## src/rtl/irq_status_pkg.sv

```systemverilog
package irq_status_pkg;
  localparam int unsigned NUM_DAT   = 8;
  localparam int unsigned NUM_EVT   = 16;
  localparam int unsigned BUS_W     = 32;
  localparam int unsigned DAT_LSB   = 16;
  localparam int unsigned DESC_BIT  = 30;
  localparam int unsigned CTRL_BIT  = 31;
  localparam int unsigned BUSY_LINES = 4;

  typedef enum logic {
    REG_STATUS = 1'b0,
    REG_MASK   = 1'b1
  } reg_sel_e;

  function automatic logic [NUM_EVT-1:0] sticky_next(
    input logic [NUM_EVT-1:0] cur,
    input logic [NUM_EVT-1:0] set,
    input logic [NUM_EVT-1:0] clr
  );
    return (cur & ~clr) | set;
  endfunction

  function automatic logic lines_busy(input logic [NUM_DAT-1:0] lvl);
    return ~|lvl[BUSY_LINES-1:0];
  endfunction
endpackage

```

## src/rtl/irq_sticky_bank.sv

```systemverilog
module irq_sticky_bank
  import irq_status_pkg::*;
#(
  parameter int unsigned W = NUM_EVT
) (
  input  logic         clk_i,
  input  logic         rst_ni,
  input  logic [W-1:0] set_i,
  input  logic [W-1:0] clr_i,
  output logic [W-1:0] flags_o
);
  logic [W-1:0] flags_q;

  for (genvar g = 0; g < W; g++) begin : g_bit
    always_ff @(posedge clk_i) begin
      if (!rst_ni) flags_q[g] <= 1'b0;
      else         flags_q[g] <= (flags_q[g] & ~clr_i[g]) | set_i[g];
    end

    AST_SET_WINS: assert property (@(posedge clk_i) disable iff (!rst_ni)
      set_i[g] |=> flags_q[g]) else $error("set lost");
    AST_HOLD: assert property (@(posedge clk_i) disable iff (!rst_ni)
      (flags_q[g] && !clr_i[g]) |=> flags_q[g]) else $error("flag dropped");
  end

  assign flags_o = flags_q;
endmodule

```

## src/rtl/irq_mask_reg.sv

```systemverilog
module irq_mask_reg
  import irq_status_pkg::*;
#(
  parameter int unsigned W = NUM_EVT
) (
  input  logic         clk_i,
  input  logic         rst_ni,
  input  logic         load_i,
  input  logic [W-1:0] data_i,
  output logic [W-1:0] mask_o
);
  logic [W-1:0] mask_q;

  always_ff @(posedge clk_i) begin
    if (!rst_ni)     mask_q <= '0;
    else if (load_i) mask_q <= data_i;
  end

  assign mask_o = mask_q;

  AST_MASK_STABLE: assert property (@(posedge clk_i) disable iff (!rst_ni)
    !load_i |=> $stable(mask_q)) else $error("mask moved");
endmodule

```

## src/rtl/irq_status_top.sv

```systemverilog
module irq_status_top
  import irq_status_pkg::*;
(
  input  logic                clk_i,
  input  logic                rst_ni,
  input  logic [NUM_EVT-1:0]  evt_set_i,
  input  logic [NUM_DAT-1:0]  dat_lvl_i,
  input  logic                desc_busy_i,
  input  logic                ctrl_busy_i,
  input  logic                bus_we_i,
  input  logic                bus_addr_i,
  input  logic [BUS_W-1:0]    bus_wdata_i,
  output logic [BUS_W-1:0]    bus_rdata_o,
  output logic                irq_o,
  output logic                card_busy_o
);
  logic [NUM_EVT-1:0] flags, mask, clr_req;
  logic               wr_status, wr_mask;
  logic               irq_q;

  assign wr_status = bus_we_i && (reg_sel_e'(bus_addr_i) == REG_STATUS);
  assign wr_mask   = bus_we_i && (reg_sel_e'(bus_addr_i) == REG_MASK);
  assign clr_req   = wr_status ? bus_wdata_i[NUM_EVT-1:0] : '0;

  irq_sticky_bank #(.W(NUM_EVT)) u_bank (
    .clk_i(clk_i), .rst_ni(rst_ni), .set_i(evt_set_i),
    .clr_i(clr_req), .flags_o(flags)
  );

  irq_mask_reg #(.W(NUM_EVT)) u_mask (
    .clk_i(clk_i), .rst_ni(rst_ni), .load_i(wr_mask),
    .data_i(bus_wdata_i[NUM_EVT-1:0]), .mask_o(mask)
  );

  always_ff @(posedge clk_i) begin
    if (!rst_ni) irq_q <= 1'b0;
    else         irq_q <= |(sticky_next(flags, evt_set_i, clr_req)
                            & (wr_mask ? bus_wdata_i[NUM_EVT-1:0] : mask));
  end
  assign irq_o = irq_q;

  always_comb begin
    bus_rdata_o = '0;
    if (reg_sel_e'(bus_addr_i) == REG_STATUS) begin
      bus_rdata_o[NUM_EVT-1:0]               = flags;
      bus_rdata_o[DAT_LSB +: NUM_DAT]        = dat_lvl_i;
      bus_rdata_o[DESC_BIT]                  = desc_busy_i;
      bus_rdata_o[CTRL_BIT]                  = ctrl_busy_i;
    end else begin
      bus_rdata_o[NUM_EVT-1:0]               = mask;
    end
  end

  assign card_busy_o = lines_busy(dat_lvl_i);

  AST_IRQ_MATCH: assert property (@(posedge clk_i) disable iff (!rst_ni)
    irq_o == |(flags & mask)) else $error("irq mismatch");
  AST_CLEAR_ONE: assert property (@(posedge clk_i) disable iff (!rst_ni)
    (wr_status && bus_wdata_i[0] && !evt_set_i[0]) |=> !flags[0]) else $error("clr");
  AST_BUSY_LINES: assert property (@(posedge clk_i) disable iff (!rst_ni)
    (dat_lvl_i[3:0] == 4'h0) |-> card_busy_o) else $error("busy");
  AST_RESET_IRQ: assert property (@(posedge clk_i)
    $past(!rst_ni) |-> (!irq_o && flags == '0 && mask == '0)) else $error("rst");
endmodule

```

## config.mk

```make
export PLATFORM = sky130hd
export DESIGN_NAME = irq_status_top
export DESIGN_NICKNAME = d
export VERILOG_FILES = /design/src/rtl/irq_status_pkg.sv /design/src/rtl/irq_sticky_bank.sv /design/src/rtl/irq_mask_reg.sv /design/src/rtl/irq_status_top.sv
export SDC_FILE = /design/constraint.sdc
export NUM_CORES = 1
export LEC_CHECK = 0
export BUFFER_PORTS_ARGS = -buffer_cell sky130_fd_sc_hd__buf_2
export CAP_MARGIN = 15
export CORE_MARGIN = 2
export CORE_UTILIZATION = 53
export CTS_BUF_LIST = sky130_fd_sc_hd__clkbuf_4
export DETAILED_ROUTE_END_ITERATION = 6
export PLACE_DENSITY = 0.95
export SYNTH_ARGS = -nofsm -noshare
export SYNTH_HDL_FRONTEND = slang
export SYNTH_HIERARCHICAL = 1
export SYNTH_SLANG_ARGS = --single-unit
```

## constraint.sdc

```tcl
create_clock -name clk_i -period 3.7 [get_ports clk_i]
set_clock_uncertainty 0.05 [all_clocks]
set_input_delay 0.185 -clock clk_i [delete_from_list [all_inputs] [get_ports clk_i]]
set_output_delay 0.185 -clock clk_i [all_outputs]
set_load 0.02 [all_outputs]
```

==> impl_metrics.toml <==
[worst_setup_path]
setup_cp_type = "primary input to flop"
start_kind = "primary input"
setup.worst_path.end_class = "flop"
worst-path-max-fanout = 34
crit_start = "bus_we_i"
worst-endpoint-required_ns = 3.90
worstReg2RegStart = "u_mask/mask_o[4]"
worstPathArrival_ns = 2.06

[sta]
setup_total_negative_slack_ns = 0
fin_crit_ns = 1.86
worst-slew-pin-transition_ns = 0.846
finalCritPeriodShare_pct = 50.3
hold_violations = 0
pins_over_their_slew_limit = 0
timing.final.setup_violations = 0
rsz0062_at_grt = "no"
max_clock_freq_ghz = 0.537
timing.slew.headroom_pct = 43.5

[pwr]
design_power_total_w = 0.000841
cellLeakagePower_nw = 1.14
peakVddDrop_mv = 0.171
power.density_mw_per_mm2 = 330

[routing]
vias = 2007
wl_per_cell_um = 13.9
route.antenna.remaining_nets = 0
detailed_route_iter0_violations = 119
post_drt_via_cell_ratio = 5.50
routed_wirelength_mm = 5.09
first_pass_iters = 5
detail_route.drc_violations = 0

[yosys]
synth-edff-count = 0
asyncSetResetFlopFracSynth_pct = 0
synth-seq-area-share_pct = 29.7
postSynthCellCount = 250
post_synth_design_cell_area_mm2 = 0.00223
yosys.cell_types.count = 28
synth.avg_cell_area_um2 = 8.90
synth.yosys.warnings = 6
synth_flop_cell = "sky130_fd_sc_hd__dfxtp_1"
synth-seq-cells = 33

[run_status]
result_of_the_run = "finished, final reports clean"

[placement]
dp.final_hpwl_mm = 3.53
portBuffers = 73
gp_congestion = 0.751
post_dp_cell_area_mm2 = 0.00248
placedCellCount = 357

[die]
start_util_pct = 55.2
floorplan.rows = 23
design.core.area_mm2 = 0.00403
boundaryPins = 96
die_area_mm2 = 0.00473
fp.dieW_um = 68.8
die_height_um = 68.8

[clocking]
clock_latency_late_sink_ns = 0.35
cts_made_buffers = 5
post_cts_resized = 0
htree_levels = 2
cts.clk_slew.worst_paths_ns = 0.10
hold_buffers = 0
num_clock_sinks = 33
postCtsSetupRepairBufs = 0
cts_tree = "done"
cts-root-buf = "sky130_fd_sc_hd__clkbuf_4"
cts.path.max_buffers = 2

[layout]
finalCoreUtilization_pct = 63.1
layout.cells.most_common = "sky130_fd_sc_hd__buf_2"
antenna-diode-count = 0
area.growth.synth_to_final_pct = 14.3
layout.cells.non_filler = 365
nets = 376
final_layout_size_suffix_gt1_share_pct = 33.0
mostFrequentLayoutCells = "sky130_fd_sc_hd__buf_2 (73), sky130_fd_sc_hd__nor2b_1 (42), sky130_fd_sc_hd__dfxtp_1 (33)"
final_design_area_no_fill_mm2 = 0.00254

[flow_run]
drv_cap = 0

[global_routing]
pin_count_of_the_biggest_net_entering_global_routing = 35
wire_length_of_the_first_global_routing_pass_mm = 7.76
antenna_violations_before_repair = 0
grt_pass1_vias = 1836
grt_usage_pct = 21.9
grt_overflow_total = 0

[min_path]
hp-class = "primary input to flop"
hold_wc_startpoint = "evt_set_i[6]"
## logic make-up after synthesis
| logic type | synth area share [%] |
|---|---|
| simple gates | 29.6 |
| compound gates | 16.1 |
| buf+inv | 9.16 |
| flops | 29.7 |
| mux | 15.3 |
| other cells | 0.168 |
## worst max-delay path, stage by stage
cell	delay, ns
sky130_fd_sc_hd__buf_2	0.53
sky130_fd_sc_hd__nand2_4	0.26
sky130_fd_sc_hd__inv_1	0.69
sky130_fd_sc_hd__mux2i_1	0.29
sky130_fd_sc_hd__nor2b_1	0.08
## metal layers
layer  global-route usage (%)  part of all wire [%]  vias to the layer above
met5                        0                     0                        -
met4                     6.37                  0.73                        0
met3                     7.14                   5.9                        5
met2                     38.6                    49                       54
met1                     25.2                    44                      948
li1                         -                     -                     1000
## state kept, by name, summed over array words and instances, names as in the netlist
| name | count |
|---|---|
| u_mask/mask_o | 16 |
| u_bank/flags_o | 16 |
| irq_o | 1 |
## where the power goes
group | internal [W] | total (W) | switching, W | leakage (nW)
Clock | 0.0000976 | 0.000223 | 0.000125 | 0.0368
Combinational | 0.000101 | 0.000223 | 0.000122 | 0.830
Sequential | 0.000377 | 0.000395 | 0.0000172 | 0.274
## final cells by class
| type | count | area (um2) |
|---|---|---|
| Sequential cell | 33 | 661 |
| Multi-Input combinational cell | 198 | 1380 |
| Inverter | 2 | 7.51 |
| Fill cell | 359 | 1490 |
| Clock buffer | 8 | 60.1 |
| Timing Repair Buffer | 74 | 373 |
| Tap cell | 50 | 62.6 |
## stage by stage
step	worst slack [ns]	hold slack, ns
floorplan	2.32	0.248
finish	1.84	0.0130
global placement	1.58	0.371
CTS	1.88	0.0105
detailed placement	1.51	0.375
global route	1.76	0.00770
## worst paths after layout
kind	to	slack, ns	cells after the start
setup / recovery	u_mask/mask_o[7]	1.84	5
hold / removal	u_bank/flags_o[6]	0.01	2
setup reg to reg	irq_o	2.40	4
hold reg to reg	u_mask/mask_o[10]	0.51	2
## synthesized netlist by cell type (all sizes together) (2+ instances only)
| cell type | n | area (um2) |
|---|---|---|
| mux2 | 16 | 180 |
| o22ai | 14 | 87.6 |
| and2 | 16 | 100 |
| buf | 19 | 185 |
| o22a | 4 | 35.0 |
| nor2b | 42 | 263 |
| nor2 | 12 | 45.0 |
| clkbuf | 3 | 11.3 |
| nand3b | 16 | 136 |
| a21oi | 16 | 87.6 |
| dfxtp | 33 | 661 |
| nor4 | 3 | 25.0 |
| nor3 | 14 | 70.1 |
| o21ai | 4 | 20.0 |
| mux2i | 16 | 160 |
| o21a | 16 | 120 |
| inv | 2 | 7.51 |
No activity file was read; power rests on OpenSTA's default activity.
